`config.mk`:
```
export PLATFORM = sky130hd
export DESIGN_NAME = fpm_dram_ctrl
export DESIGN_NICKNAME = d
export VERILOG_FILES = /design/src/rtl/fpm_pkg.sv /design/src/rtl/fpm_refresh_sched.sv /design/src/rtl/fpm_seq.sv /design/src/rtl/fpm_dram_ctrl.sv
export SDC_FILE = /design/constraint.sdc
export NUM_CORES = 1
export LEC_CHECK = 0
export ABC_AREA = 0
export CAP_MARGIN = 0
export CORE_ASPECT_RATIO = 0.7
export CORE_UTILIZATION = 48
export CTS_CLUSTER_DIAMETER = 200
export DETAILED_ROUTE_END_ITERATION = 12
export GPL_TIMING_DRIVEN = 0
export PLACE_DENSITY = 0.83
export SLEW_MARGIN = 40
export SYNTH_ARGS = -nofsm -noshare
export SYNTH_HDL_FRONTEND = slang
export SYNTH_SLANG_ARGS = --single-unit
```
`constraint.sdc`:
```
create_clock -name clk_i -period 2.8 [get_ports clk_i]
set_input_delay 0.42 -clock clk_i [delete_from_list [all_inputs] [get_ports clk_i]]
set_output_delay 0.42 -clock clk_i [all_outputs]
set_load 0.02 [all_outputs]
```
`src/rtl/fpm_pkg.sv`:
```
package fpm_pkg;
  typedef enum logic [3:0] {
    S_IDLE,
    S_RAS_DLY,
    S_CAS_LO,
    S_CAS_PRE,
    S_PAGE_HOLD,
    S_PRECHG,
    S_REF_CSR,
    S_REF_RAS
  } seq_state_e;
endpackage

```
`src/rtl/fpm_refresh_sched.sv`:
```
module fpm_refresh_sched #(
  parameter int unsigned REF_INTERVAL = 1560,
  parameter int unsigned INIT_WAIT    = 20000,
  parameter int unsigned INIT_REFRESH = 8
) (
  input  logic clk_i,
  input  logic rst_ni,
  input  logic grant_i,
  output logic ref_req_o,
  output logic init_done_o
);
  localparam int unsigned WW = $clog2(INIT_WAIT + 1);
  localparam int unsigned IW = $clog2(REF_INTERVAL + 1);
  localparam int unsigned NW = $clog2(INIT_REFRESH + 1);

  logic [WW-1:0] wait_q;
  logic [NW-1:0] left_q;
  logic [IW-1:0] ivl_q;
  logic          pend_q;
  logic          waiting, tick;

  assign waiting     = (wait_q != '0);
  assign init_done_o = !waiting && (left_q == '0);
  assign tick        = init_done_o && (ivl_q == IW'(REF_INTERVAL - 1));
  assign ref_req_o   = !waiting && ((left_q != '0) || pend_q);

  always_ff @(posedge clk_i or negedge rst_ni) begin
    if (!rst_ni) begin
      wait_q <= WW'(INIT_WAIT);
      left_q <= NW'(INIT_REFRESH);
      ivl_q  <= '0;
      pend_q <= 1'b0;
    end else begin
      if (waiting) wait_q <= wait_q - 1'b1;
      if (grant_i && left_q != '0) left_q <= left_q - 1'b1;
      if (init_done_o) begin
        ivl_q  <= tick ? '0 : ivl_q + 1'b1;
        pend_q <= tick | (pend_q & ~grant_i);
      end
    end
  end

  // an interval must never expire while the previous refresh is still owed
  assert_no_lost_refresh_R4: assert property (@(posedge clk_i) disable iff (!rst_ni)
    tick |-> (!pend_q || grant_i));
endmodule

```
`src/rtl/fpm_seq.sv`:
```
module fpm_seq
  import fpm_pkg::*;
#(
  parameter int unsigned ROW_W  = 11,
  parameter int unsigned COL_W  = 11,
  parameter int unsigned DATA_W = 32,
  parameter int unsigned DA_W   = 11,
  parameter int unsigned T_RCD  = 2,
  parameter int unsigned T_CAS  = 4,
  parameter int unsigned T_CP   = 1,
  parameter int unsigned T_RP   = 4,
  parameter int unsigned T_CSR  = 1,
  parameter int unsigned T_RAS  = 6
) (
  input  logic                   clk_i,
  input  logic                   rst_ni,
  input  logic                   req_i,
  input  logic                   we_i,
  input  logic [ROW_W+COL_W-1:0] addr_i,
  input  logic [DATA_W-1:0]      wdata_i,
  input  logic                   burst_i,
  output logic                   ack_o,
  output logic [DATA_W-1:0]      rdata_o,
  input  logic                   ref_req_i,
  input  logic                   init_done_i,
  output logic                   ref_grant_o,
  output logic                   dram_ras_no,
  output logic                   dram_cas_no,
  output logic                   dram_we_no,
  output logic [DA_W-1:0]        dram_addr_o,
  output logic [DATA_W-1:0]      dram_dq_o,
  output logic                   dram_dq_oe_o,
  input  logic [DATA_W-1:0]      dram_dq_i
);
  localparam int unsigned TMR_W = 8;
  localparam int unsigned CNT_W = 8;

  seq_state_e        state_q, state_d;
  logic [TMR_W-1:0]  tmr_q, tmr_d;
  logic [ROW_W-1:0]  row_q;
  logic [COL_W-1:0]  col_q;
  logic              wr_q, keep_q, ack_q;
  logic [DATA_W-1:0] wdata_q, rdata_q;
  logic              take, hit, grant, done;
  logic [ROW_W-1:0]  req_row;
  logic [COL_W-1:0]  req_col;

  assign req_row = addr_i[ROW_W+COL_W-1:COL_W];
  assign req_col = addr_i[COL_W-1:0];

  always_comb begin
    state_d = state_q;
    tmr_d   = (tmr_q != '0) ? tmr_q - 1'b1 : tmr_q;
    take    = 1'b0;
    hit     = 1'b0;
    grant   = 1'b0;
    done    = 1'b0;
    unique case (state_q)
      S_IDLE: begin
        if (ref_req_i) begin
          grant   = 1'b1;
          state_d = S_REF_CSR;
          tmr_d   = TMR_W'(T_CSR - 1);
        end else if (req_i && init_done_i) begin
          take    = 1'b1;
          state_d = S_RAS_DLY;
          tmr_d   = TMR_W'(T_RCD - 1);
        end
      end
      S_RAS_DLY: if (tmr_q == '0) begin
        state_d = S_CAS_LO;
        tmr_d   = TMR_W'(T_CAS - 1);
      end
      S_CAS_LO: if (tmr_q == '0) begin
        done    = 1'b1;
        state_d = S_CAS_PRE;
        tmr_d   = TMR_W'(T_CP - 1);
      end
      S_CAS_PRE: if (tmr_q == '0) state_d = S_PAGE_HOLD;
      // decision point: the ack of the last access is at least one cycle old here
      S_PAGE_HOLD: begin
        if (ref_req_i || (req_i && req_row != row_q) || (!req_i && !keep_q)) begin
          state_d = S_PRECHG;
          tmr_d   = TMR_W'(T_RP - 1);
        end else if (req_i) begin
          hit     = 1'b1;
          state_d = S_CAS_LO;
          tmr_d   = TMR_W'(T_CAS - 1);
        end
      end
      S_PRECHG: if (tmr_q == '0) state_d = S_IDLE;
      S_REF_CSR: if (tmr_q == '0) begin
        state_d = S_REF_RAS;
        tmr_d   = TMR_W'(T_RAS - 1);
      end
      S_REF_RAS: if (tmr_q == '0) begin
        state_d = S_PRECHG;
        tmr_d   = TMR_W'(T_RP - 1);
      end
      default: state_d = S_IDLE;
    endcase
  end

  always_ff @(posedge clk_i or negedge rst_ni) begin
    if (!rst_ni) begin
      state_q <= S_IDLE;
      tmr_q   <= '0;
      row_q   <= '0;
      col_q   <= '0;
      wr_q    <= 1'b0;
      keep_q  <= 1'b0;
      wdata_q <= '0;
      rdata_q <= '0;
      ack_q   <= 1'b0;
    end else begin
      state_q <= state_d;
      tmr_q   <= tmr_d;
      ack_q   <= done;
      if (take) row_q <= req_row;
      if (take || hit) begin
        col_q   <= req_col;
        wr_q    <= we_i;
        keep_q  <= burst_i;
        wdata_q <= wdata_i;
      end
      if (done && !wr_q) rdata_q <= dram_dq_i;
    end
  end

  logic ras_act, cas_act, wr_act;
  assign ras_act = (state_q == S_RAS_DLY) || (state_q == S_CAS_LO) || (state_q == S_CAS_PRE) ||
                   (state_q == S_PAGE_HOLD) || (state_q == S_REF_RAS);
  assign cas_act = (state_q == S_CAS_LO) || (state_q == S_REF_CSR) || (state_q == S_REF_RAS);
  assign wr_act  = (state_q == S_CAS_LO) && wr_q;

  assign dram_ras_no  = !ras_act;
  assign dram_cas_no  = !cas_act;
  assign dram_we_no   = !wr_act;
  assign dram_dq_oe_o = wr_act;
  assign dram_dq_o    = wdata_q;
  assign dram_addr_o  = (state_q == S_RAS_DLY) ? DA_W'(row_q) : DA_W'(col_q);
  assign ref_grant_o  = grant;
  assign ack_o        = ack_q;
  assign rdata_o      = rdata_q;

  // pin-level history for the timing checks below
  logic [CNT_W-1:0] ras_hi_cnt, cas_lo_cnt;
  always_ff @(posedge clk_i or negedge rst_ni) begin
    if (!rst_ni) begin
      ras_hi_cnt <= '0;
      cas_lo_cnt <= '0;
    end else begin
      ras_hi_cnt <= !dram_ras_no ? '0 : (&ras_hi_cnt ? ras_hi_cnt : ras_hi_cnt + 1'b1);
      cas_lo_cnt <= dram_cas_no ? '0 : (&cas_lo_cnt ? cas_lo_cnt : cas_lo_cnt + 1'b1);
    end
  end

  assert_ack_pulse_R10: assert property (@(posedge clk_i) disable iff (!rst_ni)
    ack_o |=> !ack_o);
  assert_ack_after_init_R2: assert property (@(posedge clk_i) disable iff (!rst_ni)
    ack_o |-> init_done_i);
  assert_ras_precharge_R5: assert property (@(posedge clk_i) disable iff (!rst_ni)
    $fell(dram_ras_no) |-> (ras_hi_cnt >= CNT_W'(T_RP)));
  assert_cbr_setup_R3: assert property (@(posedge clk_i) disable iff (!rst_ni)
    ($fell(dram_ras_no) && !dram_cas_no) |-> (dram_we_no && cas_lo_cnt >= CNT_W'(T_CSR)));
  assert_cas_in_row_R8: assert property (@(posedge clk_i) disable iff (!rst_ni)
    ($fell(dram_cas_no) && !dram_we_no) |-> !dram_ras_no);
endmodule

```
`src/rtl/fpm_dram_ctrl.sv`:
```
module fpm_dram_ctrl #(
  parameter int unsigned ROW_W        = 11,
  parameter int unsigned COL_W        = 11,
  parameter int unsigned DATA_W       = 32,
  parameter int unsigned T_RCD        = 2,
  parameter int unsigned T_CAS        = 4,
  parameter int unsigned T_CP         = 1,
  parameter int unsigned T_RP         = 4,
  parameter int unsigned T_CSR        = 1,
  parameter int unsigned T_RAS        = 6,
  parameter int unsigned REF_INTERVAL = 1560,
  parameter int unsigned INIT_WAIT    = 20000,
  parameter int unsigned INIT_REFRESH = 8
) (
  input  logic                                   clk_i,
  input  logic                                   rst_ni,
  input  logic                                   req_i,
  input  logic                                   we_i,
  input  logic [ROW_W+COL_W-1:0]                 addr_i,
  input  logic [DATA_W-1:0]                      wdata_i,
  input  logic                                   burst_i,
  output logic                                   ack_o,
  output logic [DATA_W-1:0]                      rdata_o,
  output logic                                   dram_ras_no,
  output logic                                   dram_cas_no,
  output logic                                   dram_we_no,
  output logic [(ROW_W>COL_W?ROW_W:COL_W)-1:0]   dram_addr_o,
  output logic [DATA_W-1:0]                      dram_dq_o,
  output logic                                   dram_dq_oe_o,
  input  logic [DATA_W-1:0]                      dram_dq_i
);
  localparam int unsigned DA_W = (ROW_W > COL_W) ? ROW_W : COL_W;

  logic ref_req, ref_grant, init_done;

  fpm_refresh_sched #(
    .REF_INTERVAL(REF_INTERVAL),
    .INIT_WAIT   (INIT_WAIT),
    .INIT_REFRESH(INIT_REFRESH)
  ) u_sched (
    .clk_i      (clk_i),
    .rst_ni     (rst_ni),
    .grant_i    (ref_grant),
    .ref_req_o  (ref_req),
    .init_done_o(init_done)
  );

  fpm_seq #(
    .ROW_W (ROW_W),
    .COL_W (COL_W),
    .DATA_W(DATA_W),
    .DA_W  (DA_W),
    .T_RCD (T_RCD),
    .T_CAS (T_CAS),
    .T_CP  (T_CP),
    .T_RP  (T_RP),
    .T_CSR (T_CSR),
    .T_RAS (T_RAS)
  ) u_seq (
    .clk_i       (clk_i),
    .rst_ni      (rst_ni),
    .req_i       (req_i),
    .we_i        (we_i),
    .addr_i      (addr_i),
    .wdata_i     (wdata_i),
    .burst_i     (burst_i),
    .ack_o       (ack_o),
    .rdata_o     (rdata_o),
    .ref_req_i   (ref_req),
    .init_done_i (init_done),
    .ref_grant_o (ref_grant),
    .dram_ras_no (dram_ras_no),
    .dram_cas_no (dram_cas_no),
    .dram_we_no  (dram_we_no),
    .dram_addr_o (dram_addr_o),
    .dram_dq_o   (dram_dq_o),
    .dram_dq_oe_o(dram_dq_oe_o),
    .dram_dq_i   (dram_dq_i)
  );
endmodule

```
=== Word level (Yosys, flattened, before mapping) ===
Cells that the tools add are included.

* Latch bits: 0
* Output and inout bits: 80
* Memories kept: 0
* Word-level logic and storage cells: 103
* Memory bits (read-only): 0
* Input port bits: 91
* Memory bits (writable): 0
* Register bits: 132

* Equality and inequality tests: 17
* Multiplexer cells: 32
* Multipliers: 0
* Add/subtract/negate cells: 4
* Bitwise operators: 3
* Divide/modulo/power cells: 0
* Reductions and logical operators: 34
* Shift operators: 0
* Order comparisons: 0

{| class="wikitable"
|+ Operator list
! operator !! count
|-
| $mux W8 || 8
|-
| $mux W4 || 10
|-
| $pmux W8 S5 || 1
|-
| $pmux W4 S8 || 1
|-
| $mux W11 || 2
|-
| $eq A4 B3 Y1 const B || 4
|-
| $reduce_bool A15 Y1 || 1
|-
| $sub A15 B1 Y15 const B || 1
|-
| $ne A2 B1 Y1 const B || 6
|-
| $add A11 B1 Y11 const B || 1
|-
| $eq A11 B11 Y1 const B || 1
|-
| $ne A11 B11 Y1 || 1
|-
| $logic_or A1 B1 Y1 || 10
|-
| $mux W1 || 10
|-
| $logic_and A1 B1 Y1 || 9
|-
| $eq A4 B2 Y1 const B || 2
|-
| $logic_not A4 Y1 || 2
|-
| $logic_not A8 Y1 || 1
|-
| $reduce_and A8 Y1 || 1
|-
| $reduce_bool A8 Y1 || 1
|-
| $sub A8 B1 Y8 const B || 1
|-
| $logic_not A1 Y1 || 7
|-
| $eq A4 B1 Y1 const B || 1
|-
| $reduce_bool A4 Y1 || 1
|-
| 7 further kinds || 7
|}

=== Depth between registers and ports, before layout ===
Gate-level depths: netlist (run 1).

* Depth after elaboration: 8
* Depth in mapped cells: 10
* Mapped depth without buffers: 9

=== By module ===
Synthesis (run 1) repeated with hierarchy kept, for this count alone.

* Cell total of the unflattened synthesis: 720
* Area, all modules: 7153.1 µm²

{| class="wikitable"
|+ Modules (own cells, without submodules)
! module !! area each (µm²) !! sequential area each (µm²) !! instances !! cells each
|-
| fpm_seq || 5506.5 || 2502.4 || 1 || 560
|-
| fpm_refresh_sched || 1646.6 || 783.3 || 1 || 160
|}

=== Least setup slack after synthesis (run 1) ===
OpenSTA, ideal clock, no wires.

* Kind: register to register
* Start: register u_seq.tmr_q[0]
* End: register u_seq.rdata_q[11] (netlist: u_seq.rdata_o[11])
* Stages on the path, launching flop included: 9
* Path slack: 0.248 ns
* Path buffers: 1
* Library setup time: 0.125 ns
* Arrival: 2.427 ns
* Clock period less this slack: 2.552 ns
* Required time: 2.675 ns
* Path through: dfrtp_1 -> inv_1 -> ha_1 -> or4b_4 -> nor4_4 -> inv_4 -> nor4_4 -> buf_6 -> mux2_2

* Cells in the longest elaborated chain, start to end: 4

{| class="wikitable"
|+ Ends and longest elaborated chain
! item !! RTL line !! source
|-
| start: declaration || fpm_seq.sv:39 || <nowiki>logic [TMR_W-1:0] tmr_q, tmr_d;</nowiki>
|-
| start signal: assignment || fpm_seq.sv:117 || <nowiki>tmr_q <= tmr_d;</nowiki>
|-
| $logic_not A8 Y1 || fpm_seq.sv:74 || <nowiki>S_CAS_LO: if (tmr_q == '0) begin</nowiki>
|-
| $mux W1 || fpm_seq.sv:74 ||
|-
| $mux W1 || fpm_seq.sv:58 || <nowiki>unique case (state_q)</nowiki>
|-
| $logic_and A1 B1 Y1 || fpm_seq.sv:126 || <nowiki>if (done && !wr_q) rdata_q <= dram_dq_i;</nowiki>
|-
| end signal: assignment || fpm_seq.sv:126 ||
|-
| end: declaration || fpm_seq.sv:43 || <nowiki>logic [DATA_W-1:0] wdata_q, rdata_q;</nowiki>
|}

Every way passes these cells.
A chain may end at the register's enable or synchronous reset.

=== Worst setup path after layout (run 1) ===
* Start: register u_seq.state_q[2]
* End: output port dram_addr_o[0] (netlist name)

* Cells in the longest elaborated chain, start to end: 2

{| class="wikitable"
|+ Ends and longest elaborated chain
! item !! RTL line !! source
|-
| start: declaration || fpm_seq.sv:38 || <nowiki>seq_state_e state_q, state_d;</nowiki>
|-
| start signal: assignment || fpm_seq.sv:116 || <nowiki>state_q <= state_d;</nowiki>
|-
| $eq A4 B1 Y1 || fpm_seq.sv:141 || <nowiki>assign dram_addr_o = (state_q == S_RAS_DLY) ? DA_W'(row_q) : DA_W'(col_q);</nowiki>
|-
| $mux W11 || fpm_seq.sv:141 ||
|-
| end: declaration || fpm_dram_ctrl.sv:27 || <nowiki>output logic [(ROW_W>COL_W?ROW_W:COL_W)-1:0] dram_addr_o,</nowiki>
|}

Every way passes these cells.

==> qor.csv, run 1 <==
metric,value,unit
worstPathCellList,"clkinv_1, nand2_1, nor2_2, buf_4, mux2_2, dlygate4sd2_1",
cts_buffers,17,
synth_common_cells,"dfrtp_1 (125), mux2_2 (93), nand2_1 (27)",
grt_pass1_wl,23000,µm
hp-class,flip-flop to flip-flop,
fp.dieW,135,µm
diodes,0,
min_period,2.65,ns
grt_max_degree,69,
synth_area_leaders,"dfrtp_1 (53%), mux2_2 (18%), xnor2_1 (3.4%)",
clk_latency,0.41,ns
die_area,12800,µm²
drive_gt1_share,23.3,%
final_util,71.7,%
fin_area,8520,µm²
path_clk_slew,0.06,ns
tightestPinTransition,0.542,ns
grt-ovfl-total,0,
dr.first_iter.drc_count,295,
initial_core_util,49.9,%
dp_hpwl,10300,µm
dieHeight,95.0,µm
postPlaceCellArea,7870,µm²
crit_path_top_delay_cell,dfrtp_1,
fmax,378,MHz
synth-edff-count,0,
antenna_found_initial,0,
wire_per_inst,17.2,µm
cp.required,2.38,ns
cp-end-kind,output port,
slew_violations,0,
syn_inst,475,
cts_max_level,4,
leakagePower,3.99,nW
p_total,4.24,mW
cp.arrival,2.23,ns
synth_top_cell_by_area,dfrtp_1,
finalHoldViolCount,0,
worst-setup-path-type,flip-flop to output port,
drv_cap,0,
p_per_area,497,nW/µm²
final_nets,769,
synth.most_common_cell,dfrtp_1,
grt_pass1_vias,4651,
ant_nets,0,
syn_area,5940,µm²
syn_nets,575,
core,11900,µm²
gp_congestion,0.936,
vdd_drop_max,409,µV
cp_max_fo,10,
status,completed,
fin_skew,0.00722,ns
dpl_worst_slack,-0.207,ns
layout_setup_ws,0.153,ns
slowest_delay,0.37,ns
drt_first_pass_iters,4,
synthToLayoutAreaGrowth,43.6,%
yosys_warnings,0,
yosysSeqAreaShare,55.4,%
synth_top_area_share,52.7,%
num_vias,4554,
cts.sink_count,131,
avgSynthCellArea,12.5,µm²
synth.distinct_cells,47,
grtUsageTotal,23.5,%
num_rows,33,
slew_headroom,63.5,%
cts_root_buf,clkbuf_16,
whs,0.495,ns
clock_tree.buffer_depth,2,
routed_wl,14400,µm
synth-seq-cells,131,
cp-start-kind,flip-flop,
viasPerCell,5.43,
tns,0,ns
cts_tree,built,
pin_count,171,
async_reset_ff_share,100,%
place_inst,803,
final_cells,838,
route.detailed.drc,0,
finalCritPeriodShare,94.5,%
rsz0062_at_grt,no,
io_buffers,170,
finalSetupViolCount,0,
synth_flop_cell,dfrtp_1,
## critical path: cells and delay by family, from the launching register on
family                 cells  cell delay [ns]
flip-flops                 1             0.37
multiplexers               1             0.35
AND/OR/NAND/NOR            2             0.35
buffers and inverters      3             0.74
## path summary, 6_finish.rpt
check	slack (ns)	start	cells after the start	end
max reg2reg	0.16	u_sched.wait_q[0]	9	u_seq.row_q[7]
min reg2reg	0.50	u_seq.keep_q	1	u_seq.keep_q
max in group asynchronous	1.52	rst_ni	3	u_sched.left_q[3]
min	0.50	u_seq.keep_q	1	u_seq.keep_q
max	0.15	u_seq.state_q[2]	6	dram_addr_o[0]
min in group asynchronous	0.54	rst_ni	2	u_seq.col_q[4]
## sequential cells by signal, indices dropped and copies added, names as in the netlist, 3 cells and up
name,flops
u_seq.row_q,11
u_seq.col_q,11
u_seq.rdata_o,32
u_seq.state_q,3
u_sched.wait_q,15
u_seq.tmr_q,8
u_seq.dram_dq_o,32
u_sched.left_q,4
u_sched.ivl_q,11
## metal layers
metal	vias to the layer above	track usage [%]	share of wire, %
li1	2086	-	-
met1	2242	28.6	40
met2	207	39.2	50
met3	19	7.92	9.2
met4	0	8.24	1.4
met5	-	0	0
## layout make-up
class / count / area (µm²)
Sequential cell: 131 / 3290
Inverter: 13 / 51.3
Buffer: 14 / 96.3
Timing Repair Buffer: 177 / 1770
Clock buffer: 18 / 439
Clock inverter: 13 / 138
Tap cell: 157 / 196
Multi-Input combinational cell: 315 / 2540
Fill cell: 797 / 3370
## cells by family after synthesis
group           after synthesis  share of synthesized area (%)
flops                       131                           55.4
mux                         101                           19.1
compound gates               48                           4.91
xor+xnor                     35                           5.16
simple gates                122                           11.2
buf+inv                      29                           2.38
fa+ha+maj                     9                           1.90
## layout by cell type (no fill, tap or decap), drive strengths merged, types with 12 or more instances in the layout
master,n
clkdlybuf4s50,158
dfrtp,125
mux2,100
nand2,27
nor2,24
clkbuf,24
xnor2,23
nor3,17
o21ai,15
buf,15
nand3,13
a21oi,13
xor2,12
inv,12
## repair_timing
action / CTS / global route
pin swaps: 2 / 3
hold endpoints to repair: 58 / 0
gates resized for setup: 15 / 8
buffers inserted: 2 / 3
endpoints found under the setup margin: 53 / 89
hold buffers: 1 / 0
## report_power, final
| part | internal, mW | switching (mW) |
|---|---|---|
| Clock | 1.33 | 0.836 |
| Combinational | 0.121 | 0.0637 |
| Sequential | 1.89 | 0 |
| Total | 3.34 | 0.900 |
(Power assumes the default switching activity.)
==> run 2, diff against run 1 <==
Settings changed: SKIP_LAST_GASP set to 1.
==> run 2 against run 1 <==
Flip-flop and latch count unchanged. Highest routed layer unchanged. Setup slack worse by 0.0016 ns. Non-clock buffer count unchanged. Clock-buffer cell count unchanged. Sequential share of layout area up 0.057 points. Design area down 0.15%. Die area unchanged. Register-to-register slack about the same. Critical path depth down 1. Utilization down 0.11 points.
==> qor.csv, run 2 (synthesis gave the netlist of run 1 again) <==
metric,value,unit,change
grtUsageTotal,23.5,%,unchanged
dr.first_iter.drc_count,240,,was 295
diodes,0,,unchanged
pin_count,171,,unchanged
initial_core_util,49.9,%,unchanged
postPlaceCellArea,7870,µm²,unchanged
final_nets,769,,unchanged
slew_violations,0,,unchanged
cp-start-kind,flip-flop,,unchanged
cp_max_fo,10,,unchanged
layout_common_cells,"clkdlybuf4s50_1 (158), dfrtp_1 (124), mux2_2 (93)",,unchanged
leakagePower,4.00,nW,was 3.99 nW
crit_path_top_delay_cell,clkdlybuf4s50_1,,was dfrtp_1
fp.dieW,135,µm,unchanged
fin_area,8510,µm²,was 8520 µm²
layout_commonest_cell,clkdlybuf4s50_1,,unchanged
tns,0,ns,unchanged
finalSetupViolCount,0,,unchanged
grt_pass1_vias,4651,,unchanged
rsz0062_at_grt,yes,,was no
cts_root_buf,clkbuf_16,,unchanged
core,11900,µm²,unchanged
drive_gt1_share,23.3,%,unchanged
fin_skew,0.00675,ns,was 0.00722 ns
dp_hpwl,10300,µm,unchanged
fmax,378,MHz,about the same
cp.required,2.38,ns,about the same
layout_setup_ws,0.151,ns,was 0.153 ns
worstPathCellList,"clkinv_1, nand2_1, nor2_2, mux2_2, clkdlybuf4s50_1",,"was clkinv_1, nand2_1, nor2_2, buf_4, mux2_2, dlygate4sd2_1"
clock_tree.buffer_depth,2,,unchanged
finalCritPeriodShare,94.6,%,was 94.5%
viasPerCell,5.49,,was 5.43
drv_cap,0,,unchanged
grt-ovfl-total,0,,unchanged
gp_congestion,0.936,,unchanged
status,completed,,unchanged
slew_headroom,62.7,%,was 63.5%
cts_tree,built,,unchanged
cp.arrival,2.23,ns,about the same
hp-class,flip-flop to flip-flop,,unchanged
route.detailed.drc,0,,unchanged
cts.sink_count,131,,unchanged
slowest_delay,0.56,ns,was 0.37 ns
drt_first_pass_iters,5,,was 4
ant_nets,0,,unchanged
p_total,4.24,mW,about the same
io_buffers,170,,unchanged
antenna_found_initial,0,,unchanged
tightestPinTransition,0.560,ns,was 0.542 ns
die_area,12800,µm²,unchanged
dpl_worst_slack,-0.207,ns,unchanged
routed_wl,14400,µm,about the same
worst-path-buf-inv,2,,was 3
clk_latency,0.41,ns,about the same
cp-end-kind,output port,,unchanged
min_period,2.65,ns,about the same
vdd_drop_max,411,µV,was 409 µV
num_vias,4597,,"was 4,554"
cts_buffers,17,,unchanged
grt_pass1_wl,23000,µm,unchanged
cts_max_level,4,,unchanged
cp_top_family,buffers and inverters,,unchanged
num_rows,33,,unchanged
path_clk_slew,0.06,ns,about the same
p_per_area,498,nW/µm²,was 497 nW/µm²
synthToLayoutAreaGrowth,43.4,%,was 43.6%
grt_max_degree,69,,unchanged
worst-setup-path-type,flip-flop to output port,,unchanged
finalHoldViolCount,0,,unchanged
dieHeight,95.0,µm,unchanged
whs,0.495,ns,about the same
wire_per_inst,17.2,µm,about the same
[run 2: cell count changes in the layout (fill, tap and decap cells not counted)]
cell | previous run | this run
buf_2 | 2 | 4
clkbuf_4 | 3 | 1
dlygate4sd2_1 | 10 | 9
dlymetal6s2s_1 | 1 | 2
o2111ai_2 | 0 | 1
o2111ai_4 | 1 | 0
[run 2: area by class of cell]
type | count | area, µm²
well taps | 157 | 196
multi-input cells | 315 | 2530
repair buffers | 177 | 1780
plain buffers | 14 | 91.3
fillers | 801 | 3380
clock buffers | 18 | 439
inverters | 13 | 51.3
clock inverters | 13 | 138
flip-flops and latches | 131 | 3290
[run 2: metal layers]
metal  track usage (%)  wire [µm]
met1              28.6       5810
met2              39.2       7140
met3              7.92       1260
met4              8.24        241
met5                 0          0
[run 2: report_power, final]
group / switching, mW / internal (mW)
sequential: 0 / 1.89
combinational: 0.0631 / 0.121
clock: 0.835 / 1.32
[run 2: path summary, 6_finish.rpt]
kind / start / end / slack, ns / cells past startpoint
worst max register to register: u_sched.wait_q[0] / u_seq.dram_dq_o[29] / 0.16 / 8
min in group asynchronous: rst_ni / u_seq.row_q[2] / 0.53 / 2
worst min register to register: u_seq.keep_q / u_seq.keep_q / 0.50 / 1
max in group asynchronous: rst_ni / u_sched.left_q[3] / 1.55 / 3
worst max-delay path: u_seq.state_q[2] / dram_addr_o[10] / 0.15 / 5
worst min-delay path: u_seq.keep_q / u_seq.keep_q / 0.50 / 1
[run 2: through the flow]
| stage | std cells | util, % |
|---|---|---|
| CTS | 835 | 71.2 |
| floorplan | 475 | - |
| global route | 838 | 71.6 |
| detailed placement | 803 | 66.2 |
| global placement | 802 | 65.9 |
| finish | 838 | 71.6 |
[run 2: worst register-to-register path: stages, from the launching register on]
cell       delay [ns]
dfrtp_1          0.41
inv_1            0.11
ha_1             0.21
nor4b_2          0.24
and4_1           0.31
nand2_1          0.22
o2111ai_2        0.28
buf_2            0.36
mux2_2           0.38
[run 2: timing repair]
| item | 4_1_cts | 5_1_grt |
|---|---|---|
| setup endpoints to repair | 53 | 90 |
| setup buffers | 2 | 3 |
| gates resized for setup | 14 | 6 |
| endpoints found under the hold margin | 58 | 0 |
| pin swaps | 2 | 3 |
| hold buffers | 1 | 0 |
